[src/rtl/intc_pkg.sv]
package intc_pkg;

    typedef enum logic [1:0] {
        K_UNUSED = 2'd0,
        K_LEVEL  = 2'd1,
        K_EVENT  = 2'd2
    } src_kind_e;

    function automatic logic has_clear(input int n);
        case (n)
            1, 3, 4, 8, 9, 10, 11, 14, 15, 16: return 1'b1;
            default:                           return 1'b0;
        endcase
    endfunction

    function automatic logic is_level(input int n);
        case (n)
            5, 6, 7, 12, 13, 17, 18, 28, 29, 32: return 1'b1;
            default:                             return 1'b0;
        endcase
    endfunction

    function automatic logic is_fast(input int n);
        case (n)
            1, 3, 32: return 1'b1;
            default:  return 1'b0;
        endcase
    endfunction

    function automatic src_kind_e kind_of(input int n);
        if (has_clear(n))     return K_EVENT;
        else if (is_level(n)) return K_LEVEL;
        else                  return K_UNUSED;
    endfunction

    function automatic logic [15:0] clear_addr(input int n);
        case (n)
            1:       return 16'h0600;
            3:       return 16'h0640;
            11:      return 16'h0680;
            8:       return 16'h06C0;
            9:       return 16'h0700;
            10:      return 16'h0740;
            14:      return 16'h0780;
            4:       return 16'h07C0;
            15:      return 16'h1600;
            16:      return 16'h1700;
            default: return 16'hFFFF;
        endcase
    endfunction

    function automatic logic [15:0] stat_addr(input int b);
        return 16'(32'h0240 + b * 32'h1000);
    endfunction

    function automatic logic [15:0] mask_addr(input int b);
        return 16'(32'h0280 + b * 32'h1000);
    endfunction

endpackage

[src/rtl/intc_src_cell.sv]
module intc_src_cell
    import intc_pkg::*;
#(
    parameter src_kind_e KIND = K_UNUSED
) (
    input  logic clk,
    input  logic rst_n,
    input  logic req_i,
    input  logic clr_i,
    output logic stat_o
);

    generate
        if (KIND == K_EVENT) begin : g_event
            logic prev_q;
            logic flag_q;
            logic rise;

            assign rise = req_i & ~prev_q;

            always_ff @(posedge clk or negedge rst_n) begin
                if (!rst_n) begin
                    prev_q <= 1'b0;
                    flag_q <= 1'b0;
                end else begin
                    prev_q <= req_i;
                    if (rise)       flag_q <= 1'b1;
                    else if (clr_i) flag_q <= 1'b0;
                end
            end

            assign stat_o = flag_q;

            // a set flag survives any cycle without a clear
            a_r3_flag_holds: assert property (@(posedge clk) disable iff (!rst_n)
                (flag_q && !clr_i) |=> flag_q);

            // a clear without a competing edge drops the flag
            a_r4_clear_drops: assert property (@(posedge clk) disable iff (!rst_n)
                (clr_i && !(req_i && !prev_q)) |=> !flag_q);

            // a fresh edge wins over a simultaneous clear
            a_r5_edge_wins: assert property (@(posedge clk) disable iff (!rst_n)
                (clr_i && req_i && !prev_q) |=> flag_q);
        end else if (KIND == K_LEVEL) begin : g_level
            logic unused_lvl;
            assign unused_lvl = ^{clk, rst_n, clr_i};
            assign stat_o     = req_i;
        end else begin : g_none
            logic unused_nc;
            assign unused_nc = ^{clk, rst_n, clr_i, req_i};
            assign stat_o    = 1'b0;
        end
    endgenerate

endmodule

[src/rtl/intc_mask_bank.sv]
module intc_mask_bank #(
    parameter int               BANK_W    = 16,
    parameter int               ADDR_W    = 16,
    parameter logic [ADDR_W-1:0] MASK_ADDR = '0
) (
    input  logic              clk,
    input  logic              rst_n,
    input  logic              wr_i,
    input  logic [ADDR_W-1:0] addr_i,
    input  logic [BANK_W-1:0] wdata_i,
    output logic [BANK_W-1:0] mask_o
);

    logic hit;
    assign hit = wr_i && (addr_i == MASK_ADDR);

    always_ff @(posedge clk or negedge rst_n) begin
        if (!rst_n)   mask_o <= '0;
        else if (hit) mask_o <= wdata_i;
    end

    // a write to this bank's enable address lands on the next edge
    a_r2_mask_load: assert property (@(posedge clk) disable iff (!rst_n)
        (wr_i && addr_i == MASK_ADDR) |=> (mask_o == $past(wdata_i)));

endmodule

[src/rtl/banked_intc.sv]
module banked_intc
    import intc_pkg::*;
#(
    parameter int NBANK  = 3,
    parameter int BANK_W = 16,
    parameter int ADDR_W = 16,
    parameter int DATA_W = 32
) (
    input  logic                    clk,
    input  logic                    rst_n,
    input  logic [NBANK*BANK_W-1:0] req_i,
    input  logic                    bus_wr,
    input  logic                    bus_rd,
    input  logic [ADDR_W-1:0]       bus_addr,
    input  logic [DATA_W-1:0]       bus_wdata,
    output logic [DATA_W-1:0]       bus_rdata,
    output logic                    irq_o,
    output logic                    fiq_o
);

    localparam int NSRC = NBANK * BANK_W;

    logic [NSRC-1:0] status;
    logic [NSRC-1:0] mask_all;
    logic [NSRC-1:0] clr_hit;
    logic [NSRC-1:0] fast_sel;
    logic [NSRC-1:0] used_sel;
    logic [DATA_W-1:0] rd_next;
    logic unused_hi;

    assign unused_hi = ^bus_wdata[DATA_W-1:BANK_W];

    genvar s;
    generate
        for (s = 0; s < NSRC; s++) begin : g_src
            assign fast_sel[s] = is_fast(s);
            assign used_sel[s] = (kind_of(s) != K_UNUSED);
            assign clr_hit[s]  = bus_wr && has_clear(s) &&
                                 (bus_addr == ADDR_W'(clear_addr(s)));
            intc_src_cell #(.KIND(kind_of(s))) u_cell (
                .clk    (clk),
                .rst_n  (rst_n),
                .req_i  (req_i[s]),
                .clr_i  (clr_hit[s]),
                .stat_o (status[s])
            );
        end
    endgenerate

    genvar b;
    generate
        for (b = 0; b < NBANK; b++) begin : g_bank
            intc_mask_bank #(
                .BANK_W    (BANK_W),
                .ADDR_W    (ADDR_W),
                .MASK_ADDR (ADDR_W'(mask_addr(b)))
            ) u_mask (
                .clk     (clk),
                .rst_n   (rst_n),
                .wr_i    (bus_wr),
                .addr_i  (bus_addr),
                .wdata_i (bus_wdata[BANK_W-1:0]),
                .mask_o  (mask_all[b*BANK_W +: BANK_W])
            );
        end
    endgenerate

    always_comb begin
        rd_next = '0;
        for (int k = 0; k < NBANK; k++) begin
            if (bus_addr == ADDR_W'(stat_addr(k)))
                rd_next = DATA_W'(status[k*BANK_W +: BANK_W]);
            if (bus_addr == ADDR_W'(mask_addr(k)))
                rd_next = DATA_W'(mask_all[k*BANK_W +: BANK_W]);
        end
    end

    always_ff @(posedge clk or negedge rst_n) begin
        if (!rst_n) begin
            bus_rdata <= '0;
            irq_o     <= 1'b0;
            fiq_o     <= 1'b0;
        end else begin
            bus_rdata <= bus_rd ? rd_next : '0;
            irq_o     <= |(status & mask_all & ~fast_sel);
            fiq_o     <= |(status & mask_all & fast_sel);
        end
    end

    // unused sources never show a status bit
    always_comb begin
        if (rst_n) begin
            a_r1_unused_zero: assert ((status & ~used_sel) == '0);
        end
    end

    // an enabled normal-class pending source raises irq next cycle
    a_r7_irq_raise: assert property (@(posedge clk) disable iff (!rst_n)
        (|(status & mask_all & ~fast_sel)) |=> irq_o);

    // an enabled fast-class pending source raises fiq next cycle
    a_r8_fiq_raise: assert property (@(posedge clk) disable iff (!rst_n)
        (|(status & mask_all & fast_sel)) |=> fiq_o);

    // with nothing normal-class pending, irq stays low
    a_r8_fast_not_irq: assert property (@(posedge clk) disable iff (!rst_n)
        ((status & mask_all & ~fast_sel) == '0) |=> !irq_o);

    // no read strobe means zero read data next cycle
    a_r11_idle_zero: assert property (@(posedge clk) disable iff (!rst_n)
        !bus_rd |=> (bus_rdata == '0));

endmodule

[config.mk]
export PLATFORM = sky130hd
export DESIGN_NAME = banked_intc
export DESIGN_NICKNAME = d
export VERILOG_FILES = /design/src/rtl/intc_pkg.sv /design/src/rtl/intc_src_cell.sv /design/src/rtl/intc_mask_bank.sv /design/src/rtl/banked_intc.sv
export SDC_FILE = /design/constraint.sdc
export NUM_CORES = 1
export LEC_CHECK = 0
export BUFFER_PORTS_ARGS = -buffer_cell sky130_fd_sc_hd__clkbuf_2
export CAP_MARGIN = 20
export CORE_ASPECT_RATIO = 1.2
export CORE_MARGIN = 10
export CORE_UTILIZATION = 54
export DETAILED_ROUTE_END_ITERATION = 7
export PLACE_DENSITY = 0.87
export RECOVER_POWER = 25
export SLEW_MARGIN = 25
export SYNTH_ARGS = -nofsm -noshare
export SYNTH_HDL_FRONTEND = slang
export SYNTH_SLANG_ARGS = --single-unit
export TNS_END_PERCENT = 100
[constraint.sdc]
create_clock -name clk -period 1.88 [get_ports clk]
set_input_delay 0.188 -clock clk [delete_from_list [all_inputs] [get_ports clk]]
set_output_delay 0.188 -clock clk [all_outputs]
set_load 0.01 [all_outputs]
Word level (Yosys, flattened, before mapping)
Index checks and enable logic that the tools add are counted.
{ "totals": {"inputBits": 100, "register_bits": 102, "out_inout_bits": 34, "latchBits": 0, "n_memories": 0, "ram_bits": 0, "word_cells": 115, "rom_bits": 0} }
{ "classes": {"order_cmp": 0, "shift": 0, "n_reduce_logical": 25, "n_mul": 0, "eq_ne": 16, "div": 0, "n_addsub": 0, "n_bitwise": 21, "muxes": 27} }
{ "op_table": {"columns": ["op", "count"], "rows": [
  ["$eq 16x11->1 const B", 8],
  ["$mux 16", 7],
  ["$eq 16x13->1 const B", 4],
  ["$and 33x48->48", 1],
  ["$reduce_or 45->1", 1],
  ["$eq 16x10->1 const B", 2],
  ["$eq 16x14->1 const B", 2],
  ["$mux 1", 20],
  ["$reduce_bool 2->1", 10],
  ["$logic_and 1x1->1", 13],
  ["$and 1x1->1", 10],
  ["$not 1->1", 10],
  ["$reduce_or 3->1", 1]
]} }

Depth between registers and ports, before layout
{ "depth": {"word_depth": 8, "ltp_mapped": 6, "mapped_depth_nobuf": 5} }

By module
A second synthesis with hierarchy kept.
{ "unflattened": {"hier_cells": 479, "area_unflattened_um2": 4999.8} }
{ "modules_own_cells": {"columns": ["mod", "area_per_inst_um2", "cells_per_inst", "seq_area_each_um2", "n_inst"], "rows": [
  ["banked_intc", 1940.6, 246, 450.4, 1],
  ["intc_mask_bank (g_bank[1].u_mask ...)", 656.9, 39, 400.4, 2],
  ["intc_src_cell (g_src[10].u_cell ...)", 70.1, 5, 50.0, 10],
  ["intc_mask_bank (g_bank[0].u_mask)", 654.4, 39, 400.4, 1],
  ["intc_src_cell (g_src[0].u_cell ...)", 11.3, 2, 0.0, 28],
  ["intc_src_cell (g_src[12].u_cell ...)", 7.5, 1, 0.0, 10]
]} }

Worst setup path before layout
No wires, ideal clock.
{ "synth_timing": {"path_type": "input to register", "startpoint": "in bus_addr[11]", "endpoint": "reg g_bank[0].u_mask.mask_o[10]", "setup_ns": 0.125, "n_path_buf": 1, "slack_ns": -0.097, "required_time_ns": 1.755, "cell_stages": 6, "arrival_time_ns": 1.851, "path_cell_list": "or4b_4 nor3_4 nand2_4 nor3_4 buf_12 mux2_4"} }
{ "synth_between": {"elab_chain_cells": 2} }
{ "synth_rtl": {"columns": ["item", "line", "text"], "rows": [
  ["start: declaration", "banked_intc.sv:14", "input logic [ADDR_W-1:0] bus_addr,"],
  ["$eq 16x10->1", "intc_mask_bank.sv:15", "assign hit = wr_i && (addr_i == MASK_ADDR);"],
  ["$logic_and 1x1->1", "intc_mask_bank.sv:15", null],
  ["end signal: assignment", "intc_mask_bank.sv:19", "else if (hit) mask_o <= wdata_i;"],
  ["end: declaration", "intc_mask_bank.sv:11", "output logic [BANK_W-1:0] mask_o"]
]} }
Every way passes these cells.
A chain may end at the register's enable or synchronous reset.

Worst setup path after layout
{ "layout_timing": {"startpoint": "in bus_addr[11]", "endpoint": "reg g_bank[0].u_mask.mask_o[3]"} }
The elaborated chain is that of the path after synthesis.

==> impl_metrics.ini <==
[hold_path]
hold_path.class = in2reg

[synthesis]
synthMuxAreaShare_pct = 16.7
yosysWarnings = 0
synth-main-ff-cell = dfrtp_1
synth-xor-area-share_pct = 0
synth_top_family_by_area = multiplexers
synth_common_cells = dfrtp_1, a22oi_1, mux2_4
synthCells = 303
synthTopCellsByArea = dfrtp_1, mux2_4, a22oi_1, mux2_2, buf_4
post_synth.cell_area_avg_um2 = 12.9
synth-simple-area-share_pct = 7.41
synth-seq-area-share_pct = 54.9
yosys_register_bits = 86
synth_compound_area_share_pct = 14.1
synth_top_cell_by_area = dfrtp_1
synth_top_area_share_pct = 54.9
yosysMostFrequentCell = dfrtp_1
syn_area_mm2 = 0.00392
synth_fa_ha_area_share_pct = 0
synth_edf_count = 0
synthArstFlopShare_pct = 100
yosysUniqueCellTypes = 42

[worst_setup_path]
startpoint_type = input pin
crit_chain = clkbuf_2 > or4b_4 > nor3_4 > nand2_4 > nor3_4 > buf_12 > mux2_2
crit_path_end_kind = register
worst_ep_arrival_time_ns = 1.93
crit_type = in2reg
slowest_delay_ns = 0.54
worstPathMaxFanout = 16
critPathMostFrequentCell = nor3_4
critPathSlowestCell = or4b_4
cp.required_ns = 2.12

[grt]
grt_busiest_layer = met2
grt_max_degree = 58
use_met2_pct = 29.7
grt_pass1_wl_mm = 16.1
use_met1_pct = 21.0
grt_usage_pct = 17.8
overflow = 0
gr-usage-met3_pct = 4.81
grt_pass1_vias = 3222
antenna_found_initial = 0

[timing]
finClkSkew_ns = 0.00912
drv_slew = 0
slew_headroom_pct = 49.6
period_minus_slack_ns = 1.69
finalCritPeriodShare_pct = 89.7
clock.fmax_ghz = 0.593
rsz0062_at_grt = no
finalWorstSetupSlack_ns = 0.193
setup-tns-final_ns = 0
hold_viol = 0
hold-worst-slack_ns = 0.0878
setup_violations = 0
worstMarginPinSlew_ns = 0.757

[clock_tree]
cts_made_buffers = 9
root_buffer = clkbuf_8
tritoncts = done
clk_pin_slew_ns = 0.08
htreeDepth = 3
clkSinkCount = 86
clock_path_buffers = 2
clock_latency_ns = 0.36
cts_resized = 0

[layout]
nets = 516
nFillCells = 484
drive_gt1_share_pct = 39.9
insertedDiodeCount = 0
areaGrowthSynthToFinish_pct = 22.0

[status]
status = finished clean

[placement]
post-dp-hpwl_mm = 7.27
numPortBuffers = 73
dp_slack_ns = -0.187
gp_congestion = 0.876

[power]
peakVddDrop_mv = 0.491
p_per_area_mw_per_mm2 = 678
p_leak_nw = 2.30

[route]
avgRoutedWirePerCell_um = 19.5
wl_mm = 9.84
first_iter_violations = 219
first_pass_iters = 5
vias_per_cell = 5.91
drtAntennaViolNets = 0
drc_errors = 0
vias = 2992

[die]
chipWidth_um = 97.8
die_y_um = 113
initial_core_util_pct = 56.5
design.core.area_mm2 = 0.00694
die_area_mm2 = 0.0111
ios = 134
rows = 33

[job]
drv_cap = 0
-- stage by stage --
| step | cell area (um2) | power (mW) | utilization (%) | std cells |
|---|---|---|---|---|
| global placement | 4520 | 2.11 | 65.2 | 481 |
| CTS | 4790 | 3.25 | 69.1 | 506 |
| floorplan | 3970 | 1.98 | - | 318 |
| global route | 4780 | 3.33 | 68.9 | 506 |
| detailed placement | 4520 | 2.12 | 65.2 | 481 |
| finish | 4780 | 3.24 | 68.9 | 506 |
-- cell type report --
cell class,count,area (um2),share of cell area (%)
clock buffer,10,138,2.88
clock inverter,4,25.0,0.524
sequential,86,2150,45.0
inverter,12,45.0,0.942
timing repair buffer,116,754,15.8
tap,87,109,2.28
multi-input combinational,191,1560,32.6
-- final timing paths --
path | startpoint | to | slack [ns] | depth (start not counted)
worst max-delay path | bus_addr[11] | g_bank[0].u_mask.mask_o[3] | 0.19 | 7
worst min-delay path | bus_wdata[3] | g_bank[2].u_mask.mask_o[3] | 0.09 | 2
worst max register to register | g_src[16].u_cell.stat_o | bus_rdata[0] | 0.40 | 4
worst min register to register | g_src[9].u_cell.g_event.prev_q | g_src[9].u_cell.stat_o | 0.41 | 1
max in group asynchronous | rst_n | g_bank[1].u_mask.mask_o[3] | 0.69 | 3
min in group asynchronous | rst_n | bus_rdata[12] | 0.43 | 2
-- power by group --
group | total, mW | internal, mW | switching [mW] | leakage [nW]
Combinational | 0.237 | 0.0977 | 0.139 | 1.09
Clock | 1.14 | 0.496 | 0.644 | 0.0800
Sequential | 1.86 | 1.86 | 0.00280 | 1.13
Total | 3.24 | 2.45 | 0.786 | 2.30
-- state kept, by name, summed over array words and instances, names as in the netlist --
| name | count |
|---|---|
| irq_o | 1 |
| bus_rdata | 16 |
| g_src.u_cell.stat_o | 10 |
| g_src.u_cell.g_event.prev_q | 10 |
| fiq_o | 1 |
| g_bank.u_mask.mask_o | 48 |
-- cells by family (layout without fill, tap and decap cells) --
family,count (synthesis),after routing
simple gates,42,42
other cells,1,16
compound gates,85,85
mux,48,48
flops,86,86
buf+inv,41,142
-- layer usage --
layer | share of wire (%) | routed length [um]
met1 | 38 | 3790
met4 | 2.7 | 261
met5 | 0 | 0
met2 | 51 | 4980
met3 | 8.3 | 816
-- layout by cell type (no fill, tap or decap), drive strengths merged, types with 2 or more instances in the layout --
master       count
dfrtp           86
nand2b           3
nand2            7
a22o             2
o31ai            2
or4b             2
and3             2
o22ai            3
o21ai           18
clkinv           2
conb            16
inv             12
clkbuf          83
or4              2
clkinvlp         2
nor3             8
a21oi           20
a222oi           2
a221oi           3
mux2            48
a22oi           31
nor2b            2
nor2             8
buf             32
nand3            2
dlygate4sd3     11
-- worst max-delay path: cells and delay by family --
family                 cells  cell delay (ns)
AND/OR/NAND/NOR            4             1.09
multiplexers               1             0.35
buffers and inverters      2             0.30
-- what timing repair did --
| item | CTS | global route |
|---|---|---|
| buffers inserted | 0 | 0 |
| hold endpoints to repair | 39 | 0 |
| hold buffers | 11 | 0 |
No activity file was read; power rests on OpenSTA's default activity.
